<file path="src/rtl/msi_pkg.sv">
package msi_pkg;

  typedef enum logic [1:0] {
    LS_INV = 2'd0,
    LS_SHR = 2'd1,
    LS_EXC = 2'd2
  } lineState_e;

  typedef enum logic [1:0] {
    BC_NONE   = 2'd0,
    BC_RDMISS = 2'd1,
    BC_WRMISS = 2'd2,
    BC_WRBACK = 2'd3
  } busCmd_e;

  // strobes from control to datapath
  typedef struct packed {
    logic selLatched;  // look up the captured request instead of the port
    logic capture;     // latch the processor request
    logic hitRead;     // load hit: return line word
    logic hitWrite;    // store hit: update line word
    logic fill;        // miss granted: install line
    logic victimInv;   // write-back granted: drop victim
    logic wbSel;       // bus address/data come from the victim
    logic snpDown;     // snooped read miss on dirty line
    logic snpInv;      // snooped write miss on valid line
    logic snpFlush;    // supply dirty word next cycle
  } dpStrobe_t;

endpackage

</file>
<file path="src/rtl/msi_datapath.sv">
module msi_datapath
  import msi_pkg::*;
#(
  parameter int ADDR_W = 8,
  parameter int DATA_W = 16,
  parameter int LINES  = 4
) (
  input  logic              clk,
  input  logic              rst_n,
  input  dpStrobe_t         stb,
  input  logic [ADDR_W-1:0] cpuAddr,
  input  logic              cpuWe,
  input  logic [DATA_W-1:0] cpuWdata,
  input  logic [ADDR_W-1:0] snpAddr,
  input  logic [DATA_W-1:0] busFillData,
  output lineState_e        lkState,
  output logic              lkTagMatch,
  output logic              reqWe,
  output lineState_e        snState,
  output logic              snTagMatch,
  output logic              sameIdx,
  output logic [ADDR_W-1:0] busAddr,
  output logic [DATA_W-1:0] busData,
  output logic [DATA_W-1:0] rdata,
  output logic              snpFlush,
  output logic [DATA_W-1:0] snpData
);
  localparam int IDX_W = $clog2(LINES);
  localparam int TAG_W = ADDR_W - IDX_W;

  lineState_e        stateQ [LINES];
  logic [TAG_W-1:0]  tagQ   [LINES];
  logic [DATA_W-1:0] dataQ  [LINES];

  logic [ADDR_W-1:0] reqAddrQ;
  logic [DATA_W-1:0] reqWdataQ;
  logic              reqWeQ;
  logic [DATA_W-1:0] rdataQ;
  logic              flushQ;
  logic [DATA_W-1:0] flushDataQ;

  logic [ADDR_W-1:0] lkAddr;
  logic [IDX_W-1:0]  lkIdx, snIdx;
  logic [TAG_W-1:0]  lkTag, snTag;
  logic [DATA_W-1:0] fillWord;

  always_comb begin
    lkAddr     = stb.selLatched ? reqAddrQ : cpuAddr;
    lkIdx      = lkAddr[IDX_W-1:0];
    lkTag      = lkAddr[ADDR_W-1:IDX_W];
    snIdx      = snpAddr[IDX_W-1:0];
    snTag      = snpAddr[ADDR_W-1:IDX_W];
    lkState    = stateQ[lkIdx];
    lkTagMatch = (tagQ[lkIdx] == lkTag);
    snState    = stateQ[snIdx];
    snTagMatch = (tagQ[snIdx] == snTag);
    sameIdx    = (snIdx == cpuAddr[IDX_W-1:0]);
    fillWord   = reqWeQ ? reqWdataQ : busFillData;
    busAddr    = stb.wbSel ? {tagQ[lkIdx], lkIdx} : reqAddrQ;
    busData    = dataQ[lkIdx];
  end

  // line array
  always_ff @(posedge clk or negedge rst_n) begin
    if (!rst_n) begin
      for (int i = 0; i < LINES; i++) begin
        stateQ[i] <= LS_INV;
        tagQ[i]   <= '0;
        dataQ[i]  <= '0;
      end
    end else begin
      for (int i = 0; i < LINES; i++) begin
        if (lkIdx == IDX_W'(i)) begin
          if (stb.fill) begin
            stateQ[i] <= reqWeQ ? LS_EXC : LS_SHR;
            tagQ[i]   <= lkTag;
            dataQ[i]  <= fillWord;
          end else if (stb.victimInv) begin
            stateQ[i] <= LS_INV;
          end else if (stb.hitWrite) begin
            dataQ[i]  <= cpuWdata;
          end
        end
        if (snIdx == IDX_W'(i)) begin
          if (stb.snpInv)       stateQ[i] <= LS_INV;
          else if (stb.snpDown) stateQ[i] <= LS_SHR;
        end
      end
    end
  end

  // request latch, response and flush registers
  always_ff @(posedge clk or negedge rst_n) begin
    if (!rst_n) begin
      reqAddrQ   <= '0;
      reqWdataQ  <= '0;
      reqWeQ     <= 1'b0;
      rdataQ     <= '0;
      flushQ     <= 1'b0;
      flushDataQ <= '0;
    end else begin
      if (stb.capture) begin
        reqAddrQ  <= cpuAddr;
        reqWdataQ <= cpuWdata;
        reqWeQ    <= cpuWe;
      end
      if (stb.hitRead)       rdataQ <= dataQ[lkIdx];
      else if (stb.hitWrite) rdataQ <= cpuWdata;
      else if (stb.fill)     rdataQ <= fillWord;
      flushQ <= stb.snpFlush;
      if (stb.snpFlush) flushDataQ <= dataQ[snIdx];
    end
  end

  assign reqWe    = reqWeQ;
  assign rdata    = rdataQ;
  assign snpFlush = flushQ;
  assign snpData  = flushDataQ;

endmodule

</file>
<file path="src/rtl/msi_control.sv">
module msi_control
  import msi_pkg::*;
(
  input  logic       clk,
  input  logic       rst_n,
  input  logic       cpuReq,
  input  logic       cpuWe,
  input  logic       snpValid,
  input  logic [1:0] snpCmd,
  input  logic       busGnt,
  input  lineState_e lkState,
  input  logic       lkTagMatch,
  input  logic       reqWe,
  input  lineState_e snState,
  input  logic       snTagMatch,
  input  logic       sameIdx,
  output dpStrobe_t  stb,
  output logic       busReq,
  output logic [1:0] busCmd,
  output logic       cpuBusy,
  output logic       cpuDone
);
  typedef enum logic [1:0] {ST_IDLE, ST_BUS, ST_RESP} ctlState_e;

  ctlState_e stQ, stNxt;
  busCmd_e   cmd;
  logic      snpHit, cpuHit, dirtyVictim;

  always_comb begin
    stb         = '0;
    stNxt       = stQ;
    cmd         = BC_NONE;
    cpuHit      = 1'b0;
    dirtyVictim = 1'b0;

    // snoop side
    snpHit = snpValid && snTagMatch && (snState != LS_INV);
    if (snpHit && busCmd_e'(snpCmd) == BC_WRMISS) begin
      stb.snpInv   = 1'b1;
      stb.snpFlush = (snState == LS_EXC);
    end else if (snpHit && busCmd_e'(snpCmd) == BC_RDMISS && snState == LS_EXC) begin
      stb.snpDown  = 1'b1;
      stb.snpFlush = 1'b1;
    end

    // processor side
    unique case (stQ)
      ST_IDLE: begin
        if (cpuReq && !(snpValid && sameIdx)) begin
          cpuHit = lkTagMatch && (cpuWe ? (lkState == LS_EXC) : (lkState != LS_INV));
          if (cpuHit) begin
            stb.hitWrite = cpuWe;
            stb.hitRead  = !cpuWe;
          end else begin
            stb.capture  = 1'b1;
          end
          stNxt = cpuHit ? ST_RESP : ST_BUS;
        end
      end
      ST_BUS: begin
        stb.selLatched = 1'b1;
        dirtyVictim    = (lkState == LS_EXC) && !lkTagMatch;
        stb.wbSel      = dirtyVictim;
        cmd            = dirtyVictim ? BC_WRBACK : (reqWe ? BC_WRMISS : BC_RDMISS);
        if (busGnt) begin
          if (dirtyVictim) begin
            stb.victimInv = 1'b1;
          end else begin
            stb.fill = 1'b1;
            stNxt    = ST_RESP;
          end
        end
      end
      default: stNxt = ST_IDLE;
    endcase
  end

  always_ff @(posedge clk or negedge rst_n) begin
    if (!rst_n) stQ <= ST_IDLE;
    else        stQ <= stNxt;
  end

  assign busReq  = (stQ == ST_BUS);
  assign busCmd  = cmd;
  assign cpuBusy = (stQ == ST_BUS);
  assign cpuDone = (stQ == ST_RESP);

endmodule

</file>
<file path="src/rtl/snoop_msi_ctrl.sv">
module snoop_msi_ctrl
  import msi_pkg::*;
#(
  parameter int ADDR_W = 8,
  parameter int DATA_W = 16,
  parameter int LINES  = 4
) (
  input  logic              clk,
  input  logic              rst_n,
  input  logic              cpuReq,
  input  logic              cpuWe,
  input  logic [ADDR_W-1:0] cpuAddr,
  input  logic [DATA_W-1:0] cpuWdata,
  output logic              cpuBusy,
  output logic              cpuDone,
  output logic [DATA_W-1:0] cpuRdata,
  output logic              busReq,
  input  logic              busGnt,
  output logic [1:0]        busCmd,
  output logic [ADDR_W-1:0] busAddr,
  output logic [DATA_W-1:0] busData,
  input  logic [DATA_W-1:0] busFillData,
  input  logic              snpValid,
  input  logic [1:0]        snpCmd,
  input  logic [ADDR_W-1:0] snpAddr,
  output logic              snpFlush,
  output logic [DATA_W-1:0] snpData
);
  dpStrobe_t  stb;
  lineState_e lkState, snState;
  logic       lkTagMatch, snTagMatch, reqWe, sameIdx;

  msi_control u_ctl (
    .clk        (clk),
    .rst_n      (rst_n),
    .cpuReq     (cpuReq),
    .cpuWe      (cpuWe),
    .snpValid   (snpValid),
    .snpCmd     (snpCmd),
    .busGnt     (busGnt),
    .lkState    (lkState),
    .lkTagMatch (lkTagMatch),
    .reqWe      (reqWe),
    .snState    (snState),
    .snTagMatch (snTagMatch),
    .sameIdx    (sameIdx),
    .stb        (stb),
    .busReq     (busReq),
    .busCmd     (busCmd),
    .cpuBusy    (cpuBusy),
    .cpuDone    (cpuDone)
  );

  msi_datapath #(.ADDR_W(ADDR_W), .DATA_W(DATA_W), .LINES(LINES)) u_dp (
    .clk         (clk),
    .rst_n       (rst_n),
    .stb         (stb),
    .cpuAddr     (cpuAddr),
    .cpuWe       (cpuWe),
    .cpuWdata    (cpuWdata),
    .snpAddr     (snpAddr),
    .busFillData (busFillData),
    .lkState     (lkState),
    .lkTagMatch  (lkTagMatch),
    .reqWe       (reqWe),
    .snState     (snState),
    .snTagMatch  (snTagMatch),
    .sameIdx     (sameIdx),
    .busAddr     (busAddr),
    .busData     (busData),
    .rdata       (cpuRdata),
    .snpFlush    (snpFlush),
    .snpData     (snpData)
  );

endmodule

</file>
<file path="config.mk">
export PLATFORM = sky130hd
export DESIGN_NAME = snoop_msi_ctrl
export DESIGN_NICKNAME = d
export VERILOG_FILES = /design/src/rtl/msi_pkg.sv /design/src/rtl/msi_datapath.sv /design/src/rtl/msi_control.sv /design/src/rtl/snoop_msi_ctrl.sv
export SDC_FILE = /design/constraint.sdc
export NUM_CORES = 1
export LEC_CHECK = 0
export CORE_AREA = 2 2 149 151
export CTS_CLUSTER_SIZE = 25
export DETAILED_ROUTE_END_ITERATION = 6
export DIE_AREA = 0 0 151 153
export HOLD_SLACK_MARGIN = 0.08
export PLACE_DENSITY = 0.71
export SLEW_MARGIN = 10
export SYNTH_ARGS = -nofsm -noshare
export SYNTH_HDL_FRONTEND = slang
export SYNTH_SLANG_ARGS = --single-unit
</file>
<file path="constraint.sdc">
create_clock -name clk -period 5.9 [get_ports clk]
set_input_delay 1.77 -clock clk [delete_from_list [all_inputs] [get_ports clk]]
set_output_delay 1.77 -clock clk [all_outputs]
set_load 0.05 [all_outputs]
</file>
# Yosys cells after proc, flatten, opt, wreduce, memory -nomap -nowiden
# Index checks and enable logic that the tools add are counted.
# totals
in_bits,56
elab_cells,143
regBits,156
out_inout_bits,62
# classes
bitwise_logic,2
n_reduce_logical,28
n_mux,73
order_cmp,2
eq_ne,19
# op_table
op,count
16-bit two-way mux,11
2-bit two-way mux,37
16-bit binary-select mux with 2-bit select,2
6-bit binary-select mux with 2-bit select,2
6-bit two-way mux,4
"2-bit == test, second input constant",8
8-bit two-way mux,2
3-bit AND reduction,5
6-bit == test,2
1-bit logical AND,9
1-bit two-way mux,9
3-bit two-way mux,3
2-bit binary-select mux with 2-bit select,2
"2-bit by 1-bit == test with 1-bit output, second input constant",4
2-bit AND reduction,4
"3-bit >= comparator, second input constant",2
2-bit logical NOT,3
"2-bit by 1-bit inequality test with 1-bit output, second input constant",3
2-bit NOT with 3-bit output,2
2-bit nonzero test,3
2-bit case mux with 2 select lines,1
1-bit logical NOT,3
3-bit nonzero test,1
2-bit == test,1
"2-bit inequality test, second input constant",1

# Depth between registers and ports, before layout
# depth
depth_word,19
mapped_depth,12
mapped_depth_nobuf,9

# Cells and area by module
# Synthesis repeated with hierarchy kept, for this count alone.
# hier_totals
hier_cells,825
area_unflattened_um2,8189.1
# by_module_without_submodules
mod,area_each_um2,cells_each,seq_area_each_um2,instances
msi_datapath,7951.4,792,3853.7,1
msi_control,237.7,33,50.0,1

# Least setup slack after synthesis
# No wires, ideal clock.
# synth_path
kind,in2out
start,in cpuAddr[0]
end,out busAddr[4]
path_buffers,2
arrival_ns,4.505
path_slack_ns,-0.375
t_required_ns,4.130
cell_stages,10
cell_sequence,buf_2 inv_1 o21ai_4 mux2i_1 xnor2_1 or4_4 a21oi_2 buf_2 nor3_2 mux2i_1
# synth_between
elab_chain_len,10
word_cells_on_any_way,14
cone_classes,2 x eq/ne; 9 x mux; 1 x bitwise; 2 x reduce/logical
# synth_rtl
element,line,source
from (decl),snoop_msi_ctrl.sv:12,"input logic [ADDR_W-1:0] cpuAddr,"
8-bit two-way mux *,msi_datapath.sv:48,lkAddr = stb.selLatched ? reqAddrQ : cpuAddr;
2-bit NOT with 3-bit output (not written as such) *,"msi_datapath.sv:53, msi_datapath.sv:54, msi_datapath.sv:59",
6-bit binary-select mux with 2-bit select,"msi_datapath.sv:54, msi_datapath.sv:59",
6-bit two-way mux (not written as such) (2 in a row),"msi_datapath.sv:54, msi_datapath.sv:59",
6-bit == test,msi_datapath.sv:54,lkTagMatch = (tagQ[lkIdx] == lkTag);
1-bit logical NOT,msi_control.sv:62,dirtyVictim = (lkState == LS_EXC) && !lkTagMatch;
1-bit logical AND,msi_control.sv:62,
3-bit two-way mux,msi_control.sv:47,unique case (stQ)
8-bit two-way mux *,msi_datapath.sv:59,"busAddr = stb.wbSel ? {tagQ[lkIdx], lkIdx} : reqAddrQ;"
to (decl),snoop_msi_ctrl.sv:20,"output logic [ADDR_W-1:0] busAddr,"
# Every way passes the cells marked *; elsewhere a longest branch is shown, timed or not. The select of a mux whose other input is x is not followed.

# Worst setup path after layout
# layout_path
start,in cpuAddr[0]
end,out busAddr[6]
# The elaborated chain is that of the path after synthesis.

==> results.py <==
metrics = {
    "run_status": {
        "status": "completed",
    },
    "yosys": {
        "syn_area_um2": 9490,
        "synth-async-reset-ratio_pct": 100.0,
        "synth_edf_count": 0,
        "syn_area_per_cell_um2": 11.05,
        "yosys_warnings": 0,
        "ys_seq_elements": 156,
        "synth_ff_type": "dfrtp_1",
        "syn_nets": 915,
        "synth_common_cells": "dfrtp_1 (156), mux2_2 (61), nand2_1 (52), a211oi_1 (48), a221o_1 (48)",
        "ys_seq_area_share_pct": 41.13,
        "yosysMostFrequentCell": "dfrtp_1",
        "synth_top_area_cell": "dfrtp_1",
        "netlist_instances": 859,
        "synthTopCellsByArea": "dfrtp_1 (41%), mux4_2 (9.7%), mux2_2 (7.2%)",
        "netlist.area_leader.share_pct": 41.13,
        "synth.distinct_cells": 62,
    },
    "layout": {
        "fillers": 1765,
        "multiInputGateArea_um2": 5210,
        "antennaDiodeCount": 0,
        "drive_above_1_share_pct": 28.12,
        "seq_area_um2": 3904,
        "area_delta_synth_final_pct": 28.78,
        "nNetsFinal": 1046,
        "final_area_um2": 12220,
        "final_cell_count_no_fill": 1283,
    },
    "timing": {
        "final_hold_viol_count": 0,
        "finClkSkew_ps": 16.54,
        "report.final.slew_viol_count": 0,
        "min_period_ps": 5820,
        "setup_slack_ps": 79.54,
        "tightest_slew_ps": 1047,
        "timing.final.crit_share_pct": 98.65,
        "tns_ps": 0,
        "rsz0062_at_grt": "false",
        "finalSetupViolCount": 0,
        "fmax_mhz": 171.8,
        "slew_headroom_pct": 30.19,
    },
    "power": {
        "peakVddDrop_mv": 0.3717,
        "power_density_nw_per_um2": 633.7,
        "leakage_uw": 0.005013,
    },
    "die": {
        "ioPinCount": 118,
        "die_x_um": 151,
        "fp-row-count": 54,
        "die-area_um2": 23100,
        "fp.coreArea_um2": 21490,
        "die_h_um": 153,
        "start_util_pct": 44.17,
    },
    "clocking": {
        "clk_pin_slew_ps": 70,
        "root_buffer": "clkbuf_16",
        "cts.sinks": 156,
        "cts_tree": "yes",
        "clk_latency_ps": 440,
        "holdBufCountCts": 0,
        "clk_path_buf_depth": 2,
        "h-tree-depth": 4,
        "cts_buffers": 17,
    },
    "place": {
        "dp_slack_ps": -438.9,
        "dp_cells": 1235,
        "place.gp.congestion": 0.8692,
        "dpl_cell_area_um2": 11310,
        "hpwl_um": 19440,
        "io_buffers": 117,
    },
    "routing": {
        "drc": 0,
        "drtPass1Iterations": 5,
        "ant_nets": 0,
        "wl_um": 30170,
        "drt_iter0_markers": 666,
        "viasPerCell": 6.405,
        "wl_per_cell_um": 23.51,
        "vias": 8218,
    },
    "worst_setup_path": {
        "crit_chain": "clkbuf_2, inv_1, o21ai_4, buf_6, mux2i_4, xnor2_1, or4_4, a21oi_4, nor3_4, buf_6, buf_4, a31o_2, buf_8",
        "crit_path_end_kind": "output port",
        "required_ps": 4130,
        "crit_path_top_delay_cell": "or4_4",
        "max_stage_delay_ps": 550,
        "worstPathArrival_ps": 4050,
        "path_buf_inv": 6,
        "crit_family": "buffers and inverters",
        "crit_type": "input port to output port",
        "cp_max_fo": 3,
        "crit_path_start_kind": "input port",
        "path_common_cell": "buf_6",
    },
    "grt": {
        "track_usage_pct": 26.73,
        "grt_pass1_wl_um": 47270,
        "grt_pass1_vias": 8276,
        "grt_overflow": 0,
        "antenna_found_initial": 0,
        "grt_max_degree": 84,
    },
    "hold_path": {
        "worstHoldPathType": "flop to flop",
    },
    "job": {
        "cap_violations": 0,
    },
}
[timing repair]
| action | in CTS | in global routing |
|---|---|---|
| resized for setup | 33 | 5 |
| buffers inserted | 13 | 2 |
| cloned | 1 | 0 |
| pin swaps | 10 | 5 |
| endpoints found under the setup margin | 8 | 7 |
[flip-flops by register name, summed over array words and instances, names as in the netlist, 2 cells and up]
name            cells
u_ctl.stQ           2
u_dp.dataQ         64
u_dp.rdata         16
u_dp.reqAddrQ       8
u_dp.reqWdataQ     16
u_dp.snpData       16
u_dp.stateQ         8
u_dp.tagQ          24
[cells by family (layout without fill, tap and decap cells)]
group / Yosys count / count (layout) / synth area share, %
AO/OA/AOI/OAI: 245 / 245 / 20.67
AND/OR/NAND/NOR: 183 / 183 / 9.967
flip-flops: 156 / 156 / 41.13
multiplexers: 146 / 146 / 21.71
buffers and inverters: 117 / 261 / 5.405
XOR/XNOR: 12 / 12 / 1.107
[report_power, final]
| group | leakage (uW) | internal (uW) | switching, uW |
|---|---|---|---|
| logic | 0.00279 | 2120 | 2570 |
| registers | 0.00194 | 1530 | 408 |
| clock network | 0.000283 | 571 | 541 |
[path summary, 6_finish.rpt]
path	start	to	slack, ps	cells after the start
min in group asynchronous	rst_n	u_dp.snpData[2]	1370	1
min reg2reg	u_dp.snpData[6]	u_dp.snpData[6]	490	1
max	cpuAddr[0]	busAddr[6]	80	13
max in group asynchronous	rst_n	u_dp.rdata[6]	3440	2
max reg2reg	u_ctl.stQ[1]	u_dp.dataQ[56]	1760	12
min	u_dp.snpData[6]	u_dp.snpData[6]	490	1
[through the flow]
step | utilization, % | hold WS (ps) | power [uW]
after detailed placement | 52.66 | 480.0 | 6346
after floorplan | - | 479.1 | 4696
after global routing | 56.88 | 508.0 | 8089
after global placement | 52.66 | 475.0 | 6262
final | 56.88 | 492.9 | 7745
after CTS | 56.76 | 496.2 | 7671
[layout make-up]
class                      instances  area share [%]
clock buffer                      17           3.481
tap                              280           2.867
clock inverter                    15           1.454
inverter                          40           1.239
sequential                       156           31.94
timing repair buffer             189           16.39
multi-input combinational        586           42.63
[per-layer routing]
layer  track usage (%)  vias to the layer above  share of wire [%]
li1                  -                     3547                  -
met1             35.80                     4073                 39
met2             42.64                      527                 48
met3             5.791                       71                9.8
met4             9.969                        0                3.2
met5                 0                        -                  0
[worst reg2reg max path, stage by stage (launching register included)]
cell and delay, ps:
dfrtp_1 430, nand2b_2 170, clkinv_2 280, o21ai_4 280
buf_6 160, mux2i_4 240, xnor2_1 80, or4_4 550
buf_6 160, a21o_4 210, buf_4 330, nor3b_4 890
a221o_1 300
[placed cells by master, fill, tap and decap left out, drive strengths merged, types with 17 or more instances in the layout]
cell type	count
a211oi	50
a21oi	18
a221o	48
buf	96
clkbuf	18
clkdlybuf4s50	88
dfrtp	156
inv	45
mux2	69
mux2i	36
mux4	41
nand2	52
nand2b	25
nand3	18
nor2	31
nor3	17
o21ai	52
Power figures use the tool's default switching activity.
